$ cat src/rtl/dat_pkg.sv
package dat_pkg;

  // Ticks of the sub-frame during which a digit is lit, per brightness code.
  function automatic logic [3:0] on_slots(input logic [2:0] code);
    logic [3:0] n;
    case (code)
      3'd0:    n = 4'd15;
      3'd1:    n = 4'd12;
      3'd2:    n = 4'd8;
      3'd3:    n = 4'd6;
      3'd4:    n = 4'd4;
      3'd5:    n = 4'd3;
      3'd6:    n = 4'd2;
      default: n = 4'd0;
    endcase
    return n;
  endfunction

endpackage

$ cat src/rtl/dat_tick_sel.sv
module dat_tick_sel (
  input  logic clk,
  input  logic rst,
  input  logic clk_sel,
  input  logic osc_tick,
  input  logic ext_tick,
  output logic mtick,
  output logic tick_out
);

  assign mtick = clk_sel ? osc_tick : ext_tick;

  always_ff @(posedge clk) begin
    if (rst) tick_out <= 1'b0;
    else     tick_out <= clk_sel & osc_tick;
  end

  // a display fed from the shared line never drives it
  p_no_drive_r8: assert property (@(posedge clk) disable iff (rst)
    !clk_sel |=> !tick_out);

  // the oscillator owner repeats its tick one cycle later
  p_follow_osc_r8: assert property (@(posedge clk) disable iff (rst)
    clk_sel |=> (tick_out == $past(osc_tick)));

endmodule

$ cat src/rtl/dat_frame_div.sv
module dat_frame_div #(
  parameter int SLOTS            = 15,
  parameter int FRAME_LEN        = 224,
  parameter int FRAMES_PER_BLINK = 128,
  localparam int SW              = $clog2(SLOTS),
  localparam int HALF_FRAMES     = FRAMES_PER_BLINK / 2,
  localparam int TW              = $clog2(FRAME_LEN),
  localparam int FW              = (HALF_FRAMES > 1) ? $clog2(HALF_FRAMES) : 1
) (
  input  logic          clk,
  input  logic          rst,
  input  logic          mtick,
  output logic [SW-1:0] slot,
  output logic          phase_vis
);

  logic [TW-1:0] tcnt;
  logic [FW-1:0] fcnt;

  always_ff @(posedge clk) begin
    if (rst) begin
      slot      <= '0;
      tcnt      <= '0;
      fcnt      <= '0;
      phase_vis <= 1'b1;
    end else if (mtick) begin
      slot <= (slot == SW'(SLOTS - 1)) ? '0 : slot + 1'b1;
      if (tcnt == TW'(FRAME_LEN - 1)) begin
        tcnt <= '0;
        if (fcnt == FW'(HALF_FRAMES - 1)) begin
          fcnt      <= '0;
          phase_vis <= ~phase_vis;
        end else begin
          fcnt <= fcnt + 1'b1;
        end
      end else begin
        tcnt <= tcnt + 1'b1;
      end
    end
  end

  // the slot index stays inside the sub-frame
  p_slot_range_r2: assert property (@(posedge clk) disable iff (rst)
    int'(slot) < SLOTS);

  // no selected tick, no movement
  p_hold_no_tick_r7: assert property (@(posedge clk) disable iff (rst)
    !mtick |=> ($stable(slot) && $stable(phase_vis)));

  // leaving reset always starts in the visible half at slot 0
  p_reset_visible_r9: assert property (@(posedge clk) disable iff (rst)
    $fell(rst) |-> (phase_vis && slot == '0));

endmodule

$ cat src/rtl/dat_digit_gate.sv
module dat_digit_gate #(
  parameter int NUM_DIGITS = 8,
  parameter int SW         = 4
) (
  input  logic                  clk,
  input  logic                  rst,
  input  logic [SW-1:0]         slot,
  input  logic                  phase_vis,
  input  logic [2:0]            bright_code,
  input  logic                  flash_en,
  input  logic                  blink_en,
  input  logic [NUM_DIGITS-1:0] flash_bits,
  output logic [NUM_DIGITS-1:0] digit_en
);

  logic                  duty_on;
  logic [NUM_DIGITS-1:0] en_next;

  assign duty_on = int'(slot) < int'(dat_pkg::on_slots(bright_code));

  for (genvar g = 0; g < NUM_DIGITS; g++) begin : g_digit
    logic gated;
    // blink gates every digit; flash gates only marked digits when blink is off
    assign gated      = blink_en | (flash_en & flash_bits[g]);
    assign en_next[g] = duty_on & (phase_vis | ~gated);
  end

  always_ff @(posedge clk) begin
    if (rst) digit_en <= '0;
    else     digit_en <= en_next;
  end

  // the blank code lights nothing
  p_blank_r2: assert property (@(posedge clk) disable iff (rst)
    (bright_code == 3'd7) |=> (digit_en == '0));

  // blink in the hidden half darkens the whole display
  p_blink_dark_r6: assert property (@(posedge clk) disable iff (rst)
    (blink_en && !phase_vis) |=> (digit_en == '0));

  // without flash or blink, every digit shares one value
  p_flash_ignored_r5: assert property (@(posedge clk) disable iff (rst)
    (!flash_en && !blink_en) |=> (digit_en == '0 || digit_en == '1));

endmodule

$ cat src/rtl/disp_attr_timer.sv
module disp_attr_timer #(
  parameter int NUM_DIGITS       = 8,
  parameter int SLOTS            = 15,
  parameter int FRAME_LEN        = 224,
  parameter int FRAMES_PER_BLINK = 128,
  localparam int SW              = $clog2(SLOTS)
) (
  input  logic                  clk,
  input  logic                  rst,
  input  logic                  clk_sel,
  input  logic                  osc_tick,
  input  logic                  ext_tick,
  output logic                  tick_out,
  input  logic [2:0]            bright_code,
  input  logic                  flash_en,
  input  logic                  blink_en,
  input  logic [NUM_DIGITS-1:0] flash_bits,
  output logic [NUM_DIGITS-1:0] digit_en
);

  logic          mtick;
  logic [SW-1:0] slot;
  logic          phase_vis;

  dat_tick_sel u_sel (
    .clk      (clk),
    .rst      (rst),
    .clk_sel  (clk_sel),
    .osc_tick (osc_tick),
    .ext_tick (ext_tick),
    .mtick    (mtick),
    .tick_out (tick_out)
  );

  dat_frame_div #(
    .SLOTS            (SLOTS),
    .FRAME_LEN        (FRAME_LEN),
    .FRAMES_PER_BLINK (FRAMES_PER_BLINK)
  ) u_div (
    .clk       (clk),
    .rst       (rst),
    .mtick     (mtick),
    .slot      (slot),
    .phase_vis (phase_vis)
  );

  dat_digit_gate #(
    .NUM_DIGITS (NUM_DIGITS),
    .SW         (SW)
  ) u_gate (
    .clk         (clk),
    .rst         (rst),
    .slot        (slot),
    .phase_vis   (phase_vis),
    .bright_code (bright_code),
    .flash_en    (flash_en),
    .blink_en    (blink_en),
    .flash_bits  (flash_bits),
    .digit_en    (digit_en)
  );

endmodule

$ cat config.mk
export PLATFORM = sky130hd
export DESIGN_NAME = disp_attr_timer
export DESIGN_NICKNAME = d
export VERILOG_FILES = /design/src/rtl/dat_pkg.sv /design/src/rtl/dat_tick_sel.sv /design/src/rtl/dat_frame_div.sv /design/src/rtl/dat_digit_gate.sv /design/src/rtl/disp_attr_timer.sv
export SDC_FILE = /design/constraint.sdc
export NUM_CORES = 1
export LEC_CHECK = 0
export ABC_CLOCK_PERIOD_IN_PS = 4200
export BUFFER_PORTS_ARGS = -buffer_cell sky130_fd_sc_hd__buf_2
export CAP_MARGIN = 0
export CORE_ASPECT_RATIO = 0.6
export CORE_MARGIN = 1
export CORE_UTILIZATION = 57
export DETAILED_ROUTE_END_ITERATION = 8
export PLACE_DENSITY = 0.92
export SETUP_SLACK_MARGIN = 0.2
export SYNTH_ARGS = -nofsm -noshare
export SYNTH_HDL_FRONTEND = slang
export SYNTH_SLANG_ARGS = --single-unit
export TNS_END_PERCENT = 100
$ cat constraint.sdc
create_clock -name clk -period 4.2 [get_ports clk]
set_clock_uncertainty 0.2 [all_clocks]
set_input_delay 0.84 -clock clk [delete_from_list [all_inputs] [get_ports clk]]
set_output_delay 0.84 -clock clk [all_outputs]
set_load 0.05 [all_outputs]
==> results.py, run 1 <==
metrics = {
    "run_status": {
        "outcome": "finished clean",
    },
    "route": {
        "detailed_router_s_first_iteration_violation_count": 88,
        "route.detailed.vias_per_inst": 5.839,
        "first_pass_iters": 4,
        "route.antenna.remaining_nets": 0,
        "routed-via-count": 1197,
        "route.detailed.wl_per_inst_um": 14.34,
        "remaining_drc_errors": 0,
        "totalWireLength_um": 2939,
    },
    "cts": {
        "worst_skew_pair_later_pin_latency_ns": 0.28,
        "post_cts.resized_instances": 0,
        "cts_root_buffer": "sky130_fd_sc_hd__clkbuf_8",
        "tritoncts.num_buffers": 3,
        "cts-htree-levels": 1,
        "cts_buffer_depth": 2,
        "cts_num_sinks": 28,
        "clkTransAtPathRegs_ns": 0.09,
        "cts_hold_buffers": 0,
        "post-cts-setup-buffers": 0,
        "clock_tree_from_tritoncts": "done",
    },
    "power_and_ir_drop": {
        "seq_power_share_pct": 48.7,
        "combinationalPowerShare_pct": 15.4,
        "worst_vdd_drop_mv": 0.2286,
        "pwr-share-clk_pct": 36.0,
        "switching_power_w": 0.0001549,
        "p_leak_nw": 0.6434,
        "cellInternalPower_w": 0.0004332,
        "p_sw_share_pct": 26.33,
        "power_per_cell_area_nw_per_um2": 379.7,
    },
    "critical_path": {
        "launching_element_of_the_worst_setup_path": "clk_sel",
        "crit_path_max_fanout": 12,
        "critical_path_arrival_ns": 2.45,
        "worst-endpoint-required_ns": 4.17,
        "timing.setup.critical_path_class": "in2reg",
        "critical_path_capture_point_type": "flop",
        "reg2reg_from": "u_div.tcnt[0]",
        "r2r_cells": 5,
        "worst_setup_path_start_kind": "primary input",
    },
    "grt": {
        "maximum_number_of_pins_on_one_net_before_global_route_repair": 20,
        "grt_usage_pct": 25.67,
        "gr-total-overflow": 0,
        "antenna_found_initial": 0,
        "grt_pass1_vias": 1030,
        "grt_first_pass_wirelength_um": 4747,
    },
    "floorplan": {
        "core_area_um2": 2196,
        "fp.dieArea_um2": 2550,
        "num_rows": 13,
        "ioPinCount": 27,
        "die_width_um": 64.54,
        "initial_core_util_pct": 60.91,
        "chipHeight_um": 39.52,
    },
    "finish": {
        "design.final.nets": 199,
        "finish.cell_count_without_fillers": 205,
        "fill_cells": 175,
        "antennaDiodeCount": 0,
        "final_core_util_pct": 70.54,
        "final_layout_size_suffix_gt1_share_pct": 20.00,
        "synthToLayoutAreaGrowth_pct": 15.81,
    },
    "sta": {
        "finalSetupViolations": 0,
        "grt_setup_unrepaired": "false",
        "final-max-slew-violation-count": 0,
        "max_freq_mhz": 404.0,
        "final_min_period_over_clock_period_pct": 58.93,
        "setup_ws_ns": 1.725,
        "slew-limit-headroom_pct": 36.43,
        "timing.final.hold_violations": 0,
        "timing.setup.tns_ns": 0,
        "period_minus_slack_ns": 2.475,
        "max_slew.worst_pin.slew_ns": 0.9270,
    },
    "min_path": {
        "holdPathStages": 2,
        "hold_path_class": "reg2reg",
        "worst_hold_startpoint": "u_div.tcnt[1]",
    },
    "synthesis": {
        "syn_area_um2": 1338,
        "synth_area_per_cell_um2": 8.800,
        "ys_seq_area_share_pct": 41.91,
        "yosys.area.top_type_share_pct": 41.91,
        "synth_cell_types": 39,
        "yosysMostFrequentCell": "sky130_fd_sc_hd__dfxtp_1",
        "ys_top_cells_by_count": "sky130_fd_sc_hd__dfxtp_1 (28), sky130_fd_sc_hd__a21oi_1 (19), sky130_fd_sc_hd__nor2_1 (17)",
        "postSynthNetCount": 175,
        "ys.warnings.count": 0,
        "number_of_enable_flip_flop_cells_after_synthesis": 0,
        "synth_largest_area_cell": "sky130_fd_sc_hd__dfxtp_1",
        "ys_seq_elements": 28,
        "synthCells": 152,
        "netlist_top_cells_area": "sky130_fd_sc_hd__dfxtp_1 (42%), sky130_fd_sc_hd__a21oi_1 (7.1%), sky130_fd_sc_hd__nor2_1 (4.8%), sky130_fd_sc_hd__ha_1 (4.7%), sky130_fd_sc_hd__o21ai_0 (4.5%)",
        "synth-async-reset-ratio_pct": 0,
        "postSynth.topFlopCell": "sky130_fd_sc_hd__dfxtp_1",
    },
    "flow_run": {
        "timing.max_cap.violations": 0,
    },
    "placement": {
        "gp_congestion": 0.8022,
        "post-place-ws_ns": 1.448,
        "placement.io_buffers": 26,
        "place.detailed.instances": 201,
        "dp_hpwl_um": 2138,
    },
}
[flip-flops by register name, summed over array words and instances (netlist names)]
signal and flops:
u_div.slot 4, u_div.fcnt 6, u_div.phase_vis 1, u_gate.digit_en 8, u_sel.tick_out 1, u_div.tcnt 8
[final timing paths]
kind,end,slack (ns)
worst min register to register,u_div.tcnt[1],0.32
worst min-delay path,u_div.tcnt[1],0.32
worst max-delay path,u_div.tcnt[7],1.72
worst max register to register,u_div.fcnt[3],2.09
[critical path, cell delays in order]
cell	delay, ns
sky130_fd_sc_hd__buf_2	0.11
sky130_fd_sc_hd__mux2i_1	0.77
sky130_fd_sc_hd__nor3_1	0.23
sky130_fd_sc_hd__and4b_1	0.27
sky130_fd_sc_hd__o31a_1	0.22
[cell usage in the layout (no fill, tap or decap), types with 2 or more instances in the layout]
| cell | instances |
|---|---|
| sky130_fd_sc_hd__a21oi_1 | 19 |
| sky130_fd_sc_hd__and3_1 | 5 |
| sky130_fd_sc_hd__and4b_1 | 2 |
| sky130_fd_sc_hd__buf_2 | 26 |
| sky130_fd_sc_hd__clkbuf_8 | 3 |
| sky130_fd_sc_hd__dfxtp_1 | 28 |
| sky130_fd_sc_hd__ha_1 | 5 |
| sky130_fd_sc_hd__mux2_2 | 2 |
| sky130_fd_sc_hd__mux2i_1 | 2 |
| sky130_fd_sc_hd__nand2_1 | 10 |
| sky130_fd_sc_hd__nand3_1 | 2 |
| sky130_fd_sc_hd__nand3b_1 | 2 |
| sky130_fd_sc_hd__nand4_1 | 2 |
| sky130_fd_sc_hd__nand4b_1 | 2 |
| sky130_fd_sc_hd__nor2_1 | 17 |
| sky130_fd_sc_hd__nor3_1 | 6 |
| sky130_fd_sc_hd__nor4b_1 | 2 |
| sky130_fd_sc_hd__o21ai_0 | 12 |
| sky130_fd_sc_hd__xnor2_1 | 6 |
| sky130_fd_sc_hd__xor2_1 | 3 |
[logic make-up after synthesis]
kind of cell / synth area share, %
buffers and inverters: 2.338
adders and majority gates: 4.677
and+or+nand+nor: 24.42
xor gates and xnor gates: 5.894
muxes: 3.180
AOI/OAI and AO/OA: 17.59
DFF: 41.91
[metrics by stage]
stage	power (W)	hold WS [ns]	cell area (um^2)
3_5_place_dp	0.0003819	0.3072	1478
6_report	0.0005881	0.3232	1549
4_1_cts	0.0005889	0.3195	1549
2_1_floorplan	0.0003567	0.2619	1338
3_3_place_gp	0.0003768	0.2942	1478
5_1_grt	0.0006100	0.3513	1549
[power by group through the flow]
stage | registers, W | clock network (W) | logic [W]
floorplan | 0.000320 | 0 | 0.0000366
global placement | 0.000291 | 0 | 0.0000856
detailed placement | 0.000292 | 0 | 0.0000898
CTS | 0.000286 | 0.000213 | 0.0000903
global route | 0.000288 | 0.000223 | 0.0000989
finish | 0.000286 | 0.000211 | 0.0000903
[cell type report]
class                   instances  area [um^2]  share of cell area (%)
clock buffers                   3        41.29                   2.666
clock inverters                 1        30.03                   1.939
inverters                       1        3.754                  0.2423
multi-input cells             116        745.7                   48.14
flip-flops and latches         28        560.5                   36.19
well taps                      30        37.54                   2.423
repair buffers                 26        130.1                   8.401
[metal layers]
layer | vias to the layer above | part of all wire (%) | GRT usage (%)
met3 | 4 | 5.0 | 8.140
met1 | 572 | 47 | 31.65
met2 | 27 | 47 | 43.16
met4 | 0 | 0.71 | 8.889
li1 | 594 | - | -
met5 | - | 0 | 0
Power figures use the tool's default switching activity.
==> run 2: changes to the inputs <==
--- a/config.mk
+++ b/config.mk
@@ -5,14 +5,14 @@
 export SDC_FILE = /design/constraint.sdc
 export NUM_CORES = 1
 export LEC_CHECK = 0
-export ABC_CLOCK_PERIOD_IN_PS = 4200
+export ABC_CLOCK_PERIOD_IN_PS = 2100
 export BUFFER_PORTS_ARGS = -buffer_cell sky130_fd_sc_hd__buf_2
 export CAP_MARGIN = 0
 export CORE_ASPECT_RATIO = 0.6
 export CORE_MARGIN = 1
-export CORE_UTILIZATION = 57
+export CORE_UTILIZATION = 48
 export DETAILED_ROUTE_END_ITERATION = 8
-export PLACE_DENSITY = 0.92
+export PLACE_DENSITY = 0.84
 export SETUP_SLACK_MARGIN = 0.2
 export SYNTH_ARGS = -nofsm -noshare
 export SYNTH_HDL_FRONTEND = slang
==> constraint.sdc (replaced) <==
create_clock -name clk -period 2.1 [get_ports clk]
set_clock_uncertainty 0.2 [all_clocks]
set_input_delay 0.42 -clock clk [delete_from_list [all_inputs] [get_ports clk]]
set_output_delay 0.42 -clock clk [all_outputs]
set_load 0.05 [all_outputs]
==> run 2 against run 1 <==
- count of clock-buffer cells in the layout unchanged
- first-iteration DRC count down 50%
- cell count up 2.9%
- critical path depth unchanged
- worst setup slack worse by 1.4 ns
- non-clock buffer count up 4
- worst hold slack worse by 0.14 ns
- cell area up 4.4%
- clock power up 100%
- sequential share of layout area down 1.0 points
- critical path type is now reg2reg
- critical endpoint is now u_div.fcnt[0]
- largest cell class unchanged
==> results.py, run 2 (synthesis gave the netlist of run 1 again) <==
metrics = {
    "run_status": {
        "outcome": "finished clean",
    },
    "critical_path": {
        "critical_path_arrival_ns": 1.84,
        "slowest_delay_ns": 0.39,
        "critical_path.cell_chain": "ha_4, nand4_4, or3_4, or3_1, a21oi_1",
        "timing.critical_path.max_delay_family": "simple AND/OR/NAND/NOR gates",
        "worst_setup_path_start_kind": "flop",
        "worst-endpoint-required_ns": 2.12,
        "timing.critical_path.slowest_stage_cell": "sky130_fd_sc_hd__dfxtp_4",
        "crit_path_max_fanout": 7,
        "critical_path_capture_point_type": "flop",
        "timing.setup.critical_path_class": "reg2reg",
        "crit_buf_inv": 0,
    },
    "finish": {
        "largestRegisters": "u_div.tcnt x8, u_gate.digit_en x8, u_div.fcnt x6",
        "final_layout_size_suffix_gt1_share_pct": 24.58,
        "layout.cell_area.non_filler_um2": 1617,
        "layout.cells.most_common_list": "sky130_fd_sc_hd__buf_2 (26), sky130_fd_sc_hd__dfxtp_1 (26), sky130_fd_sc_hd__a21oi_1 (19)",
        "synthToLayoutAreaGrowth_pct": 20.86,
        "finish.cell_count_without_fillers": 211,
        "design.final.nets": 203,
        "final_core_util_pct": 62.78,
        "antennaDiodeCount": 0,
    },
    "power_and_ir_drop": {
        "pwr-share-clk_pct": 35.8,
        "worst_vdd_drop_mv": 0.4443,
        "seq_power_share_pct": 48.2,
        "cellInternalPower_w": 0.0008748,
        "switching_power_w": 0.0003154,
        "power_per_cell_area_nw_per_um2": 736.2,
        "p_sw_share_pct": 26.50,
        "p_leak_nw": 0.6783,
        "combinationalPowerShare_pct": 15.9,
    },
    "grt": {
        "gr-total-overflow": 0,
        "grt_first_pass_wirelength_um": 5078,
        "antenna_found_initial": 0,
        "maximum_number_of_pins_on_one_net_before_global_route_repair": 20,
        "grt_usage_pct": 21.75,
        "grt_pass1_vias": 1140,
    },
    "sta": {
        "final-max-slew-violation-count": 0,
        "slew-limit-headroom_pct": 51.20,
        "period_minus_slack_ns": 1.824,
        "grt_setup_unrepaired": "false",
        "final_min_period_over_clock_period_pct": 86.84,
        "finalSetupViolations": 0,
        "max_slew.worst_pin.slew_ns": 0.7116,
        "max_freq_mhz": 548.4,
        "timing.final.hold_violations": 0,
    },
    "route": {
        "route.detailed.vias_per_inst": 5.867,
        "first_pass_iters": 4,
        "totalWireLength_um": 2975,
        "remaining_drc_errors": 0,
        "route.antenna.remaining_nets": 0,
        "detailed_router_s_first_iteration_violation_count": 44,
        "route.detailed.wl_per_inst_um": 14.10,
        "routed-via-count": 1238,
    },
    "cts": {
        "cts_buffer_depth": 2,
        "clock_tree_from_tritoncts": "done",
        "cts_num_sinks": 28,
        "cts_hold_buffers": 0,
        "cts_root_buffer": "sky130_fd_sc_hd__clkbuf_8",
        "clkTransAtPathRegs_ns": 0.09,
        "cts-htree-levels": 1,
        "worst_skew_pair_later_pin_latency_ns": 0.28,
        "tritoncts.num_buffers": 3,
        "post-cts-setup-buffers": 0,
    },
    "flow_run": {
        "timing.max_cap.violations": 0,
    },
    "placement": {
        "gp_congestion": 0.7385,
        "dp_hpwl_um": 2223,
        "placement.io_buffers": 26,
        "place.detailed.instances": 207,
        "dpl-instance-area_um2": 1510,
    },
    "floorplan": {
        "num_rows": 14,
        "chipHeight_um": 42.89,
        "initial_core_util_pct": 51.94,
        "ioPinCount": 27,
        "die_width_um": 70.15,
        "fp.dieArea_um2": 3009,
        "core_area_um2": 2575,
    },
    "min_path": {
        "hold_path_class": "in2reg",
    },
}
run 2: changes by cell type in the layout (fill, tap and decap cells not counted), sizes merged:
cell	before	now
buf	26	30
run 2: worst paths after layout:
kind	start	slack (ns)	cells after the start	end
setup / recovery	u_div.tcnt[0]	0.28	5	u_div.fcnt[0]
hold / removal	osc_tick	0.19	2	u_sel.tick_out
setup reg to reg	u_div.tcnt[0]	0.28	5	u_div.fcnt[0]
hold reg to reg	u_div.tcnt[1]	0.30	2	u_div.tcnt[1]
run 2: what timing repair did:
item | in CTS | in global routing
hold endpoints to repair | 0 | 0
cloned | 0 | 0
resized for setup | 4 | 5
setup endpoints to repair | 3 | 11
pin swaps | 0 | 1
run 2: through the flow:
step / worst slack (ns) / total power [W] / hold slack, ns / TNS (ns)
2_1_floorplan: 0.2509 / 0.0007133 / 0.2619 / 0
3_3_place_gp: 0.1375 / 0.0007577 / 0.2804 / 0
3_5_place_dp: -0.04575 / 0.0007690 / 0.2846 / -0.1333
4_1_cts: 0.2206 / 0.001194 / 0.1860 / 0
5_1_grt: 0.2008 / 0.001242 / 0.2103 / 0
6_report: 0.2764 / 0.001190 / 0.1860 / 0
run 2: final cells by class:
type	count	area, um^2
fillers	215	958.4
multi-input cells	116	773.2
flip-flops and latches	28	568.0
repair buffers	30	160.2
clock buffers	3	41.29
well taps	32	40.04
clock inverters	1	30.03
inverters	1	3.754
run 2: metal layers:
layer | part of all wire [%] | vias to the layer above | global-route usage [%]
met5 | 0 | - | 0
met4 | 1.3 | 0 | 7.600
met3 | 7.0 | 7 | 6.176
met2 | 49 | 45 | 38.08
met1 | 42 | 579 | 25.85
li1 | - | 607 | -
run 2: worst register-to-register path, cell delays in order (launching register included):
cell                      delay, ns
sky130_fd_sc_hd__dfxtp_4       0.39
sky130_fd_sc_hd__ha_4          0.16
sky130_fd_sc_hd__nand4_4       0.16
sky130_fd_sc_hd__or3_4         0.39
sky130_fd_sc_hd__or3_1         0.36
sky130_fd_sc_hd__a21oi_1       0.12
run 2: power groups by stage:
stage / Sequential, W / Combinational [W] / Clock, W
2_1_floorplan: 0.000640 / 0.0000732 / 0
3_3_place_gp: 0.000582 / 0.000176 / 0
3_5_place_dp: 0.000584 / 0.000185 / 0
4_1_cts: 0.000574 / 0.000188 / 0.000432
5_1_grt: 0.000577 / 0.000207 / 0.000458
6_report: 0.000574 / 0.000189 / 0.000427
==> run 3: changes to the inputs <==
--- a/config.mk
+++ b/config.mk
@@ -11,6 +11,7 @@
 export CORE_ASPECT_RATIO = 0.6
 export CORE_MARGIN = 1
 export CORE_UTILIZATION = 48
+export CTS_BUF_LIST = sky130_fd_sc_hd__clkbuf_16
 export DETAILED_ROUTE_END_ITERATION = 8
 export PLACE_DENSITY = 0.84
 export SETUP_SLACK_MARGIN = 0.2
==> run 3 against run 2 <==
- clock power increased by 32%
- global-route usage increased by 0.83 points
- combinational power about the same
- first-iteration DRC count increased by 34%
- cell count unchanged
- worst hold slack improved by 0.015 ns
- non-clock buffer count unchanged
- sequential power about the same
- power increased by 12%
- count of clock-buffer cells in the layout unchanged
- critical endpoint is now u_div.tcnt[7]
- largest cell class unchanged
==> results.py, run 3 (synthesis gave the netlist of run 1 again) <==
metrics = {
    "route": {
        "routed-via-count": 1243,
        "detailed_router_s_first_iteration_violation_count": 59,
        "route.antenna.remaining_nets": 0,
        "first_pass_iters": 4,
        "route.detailed.vias_per_inst": 5.891,
        "totalWireLength_um": 2943,
        "remaining_drc_errors": 0,
        "route.detailed.wl_per_inst_um": 13.95,
    },
    "placement": {
        "gp_congestion": 0.7385,
        "dp_hpwl_um": 2223,
        "dpl-instance-area_um2": 1510,
        "place.detailed.instances": 207,
        "placement.io_buffers": 26,
    },
    "cts": {
        "clkTransAtPathRegs_ns": 0.07,
        "cts_buffer_depth": 2,
        "cts_hold_buffers": 0,
        "cts_root_buffer": "sky130_fd_sc_hd__clkbuf_16",
        "cts_num_sinks": 28,
        "post-cts-setup-buffers": 0,
        "tritoncts.num_buffers": 3,
        "worst_skew_pair_later_pin_latency_ns": 0.27,
        "clock_tree_from_tritoncts": "done",
        "cts-htree-levels": 1,
    },
    "floorplan": {
        "num_rows": 14,
        "fp.dieArea_um2": 3009,
        "ioPinCount": 27,
        "initial_core_util_pct": 51.94,
        "core_area_um2": 2575,
        "die_width_um": 70.15,
        "chipHeight_um": 42.89,
    },
    "min_path": {
        "hold_path_class": "in2reg",
    },
    "grt": {
        "maximum_number_of_pins_on_one_net_before_global_route_repair": 20,
        "grt_pass1_vias": 1144,
        "grt_first_pass_wirelength_um": 5140,
        "antenna_found_initial": 0,
        "gr-total-overflow": 0,
        "grt_usage_pct": 22.58,
    },
    "critical_path": {
        "r2r_end": "u_div.fcnt[0]",
        "reg2reg_from": "u_div.tcnt[0]",
        "critical_path_arrival_ns": 1.78,
        "launching_element_of_the_worst_setup_path": "clk_sel",
        "timing.setup.critical_path_class": "in2reg",
        "r2r_cells": 5,
        "worst_setup_path_start_kind": "primary input",
        "regToRegSetupSlack_ns": 0.28,
        "setup.worst_path.end": "u_div.tcnt[7]",
        "critical_path_capture_point_type": "flop",
        "crit_path_max_fanout": 8,
        "worst-endpoint-required_ns": 2.06,
    },
    "power_and_ir_drop": {
        "power_per_cell_area_nw_per_um2": 805.5,
        "p_leak_nw": 0.6934,
        "worst_vdd_drop_mv": 0.5860,
    },
    "finish": {
        "antennaDiodeCount": 0,
        "finish.cell_count_without_fillers": 211,
        "design.final.nets": 203,
        "layout.cell_area.non_filler_um2": 1648,
        "fill_cells": 211,
        "final_layout_size_suffix_gt1_share_pct": 24.58,
        "synthToLayoutAreaGrowth_pct": 23.20,
        "largestRegisters": "u_div.tcnt x8, u_gate.digit_en x8, u_div.fcnt x6",
        "layout.cells.most_common_list": "sky130_fd_sc_hd__buf_2 (26), sky130_fd_sc_hd__dfxtp_1 (26), sky130_fd_sc_hd__a21oi_1 (19)",
        "final_core_util_pct": 63.99,
    },
    "sta": {
        "finalSetupViolations": 0,
        "final_min_period_over_clock_period_pct": 86.99,
        "timing.final.hold_violations": 0,
        "max_slew.worst_pin.slew_ns": 0.6974,
        "period_minus_slack_ns": 1.827,
        "final-max-slew-violation-count": 0,
        "hold_ws_ns": 0.2008,
        "grt_setup_unrepaired": "true",
        "slew-limit-headroom_pct": 52.18,
        "max_freq_mhz": 547.4,
    },
    "flow_run": {
        "timing.max_cap.violations": 0,
    },
    "run_status": {
        "outcome": "finished clean",
    },
}
[run 3: changes by cell type in the layout (fill, tap and decap cells not counted)]
cell and delta:
sky130_fd_sc_hd__clkbuf_16 +3, sky130_fd_sc_hd__clkbuf_8 -3, sky130_fd_sc_hd__dfxtp_2 +1, sky130_fd_sc_hd__dfxtp_4 -1
[run 3: worst min path at each step]
stage	slack [ns]	end	start	cells past startpoint
3_3_place_gp	0.28	u_div.tcnt[1]	u_div.tcnt[1]	2
5_1_grt	0.23	u_sel.tick_out	osc_tick	2
3_5_place_dp	0.28	u_div.tcnt[1]	u_div.tcnt[1]	2
2_1_floorplan	0.26	u_div.tcnt[1]	u_div.tcnt[1]	2
6_report	0.20	u_sel.tick_out	osc_tick	2
4_1_cts	0.20	u_sel.tick_out	osc_tick	2
[run 3: final cells by class]
type,count,area (um^2),area share [%]
inverters,1,3.754,0.2278
repair buffers,30,160.2,9.719
clock inverters,1,30.03,1.822
clock buffers,3,75.07,4.556
well taps,32,40.04,2.430
multi-input cells,116,773.2,46.92
flip-flops and latches,28,565.5,34.32
[run 3: worst max-delay path, stage by stage]
cell	delay, ns
sky130_fd_sc_hd__buf_2	0.11
sky130_fd_sc_hd__mux2i_1	0.61
sky130_fd_sc_hd__nor3_1	0.18
sky130_fd_sc_hd__and4b_1	0.24
sky130_fd_sc_hd__o31a_1	0.23
[run 3: routing by layer]
| metal | share of wire (%) | wire length [um] | track usage, % |
|---|---|---|---|
| met1 | 42 | 1233 | 25.70 |
| met2 | 48 | 1416 | 37.88 |
| met3 | 7.0 | 207 | 7.126 |
| met4 | 2.9 | 85 | 13.20 |
| met5 | 0 | 0 | 0 |
[run 3: power breakdown]
group	switching, W	internal [W]
clock	0.000184	0.000380
combinational	0.000127	0.0000625
sequential	0.0000173	0.000557
total	0.000328	0.00100
[run 3: repair_timing]
item,CTS,global route
setup endpoints to repair,3,11
resized for setup,4,4
pin swaps,0,1
hold endpoints to repair,0,0
[run 3: stage by stage]
| stage | power (W) | worst slack [ns] | setup TNS, ns |
|---|---|---|---|
| after global routing | 0.001385 | 0.1754 | 0 |
| after detailed placement | 0.0007690 | -0.04575 | -0.1333 |
| after CTS | 0.001336 | 0.2272 | 0 |
| final | 0.001327 | 0.2733 | 0 |
| after global placement | 0.0007577 | 0.1375 | 0 |
| after floorplan | 0.0007133 | 0.2509 | 0 |
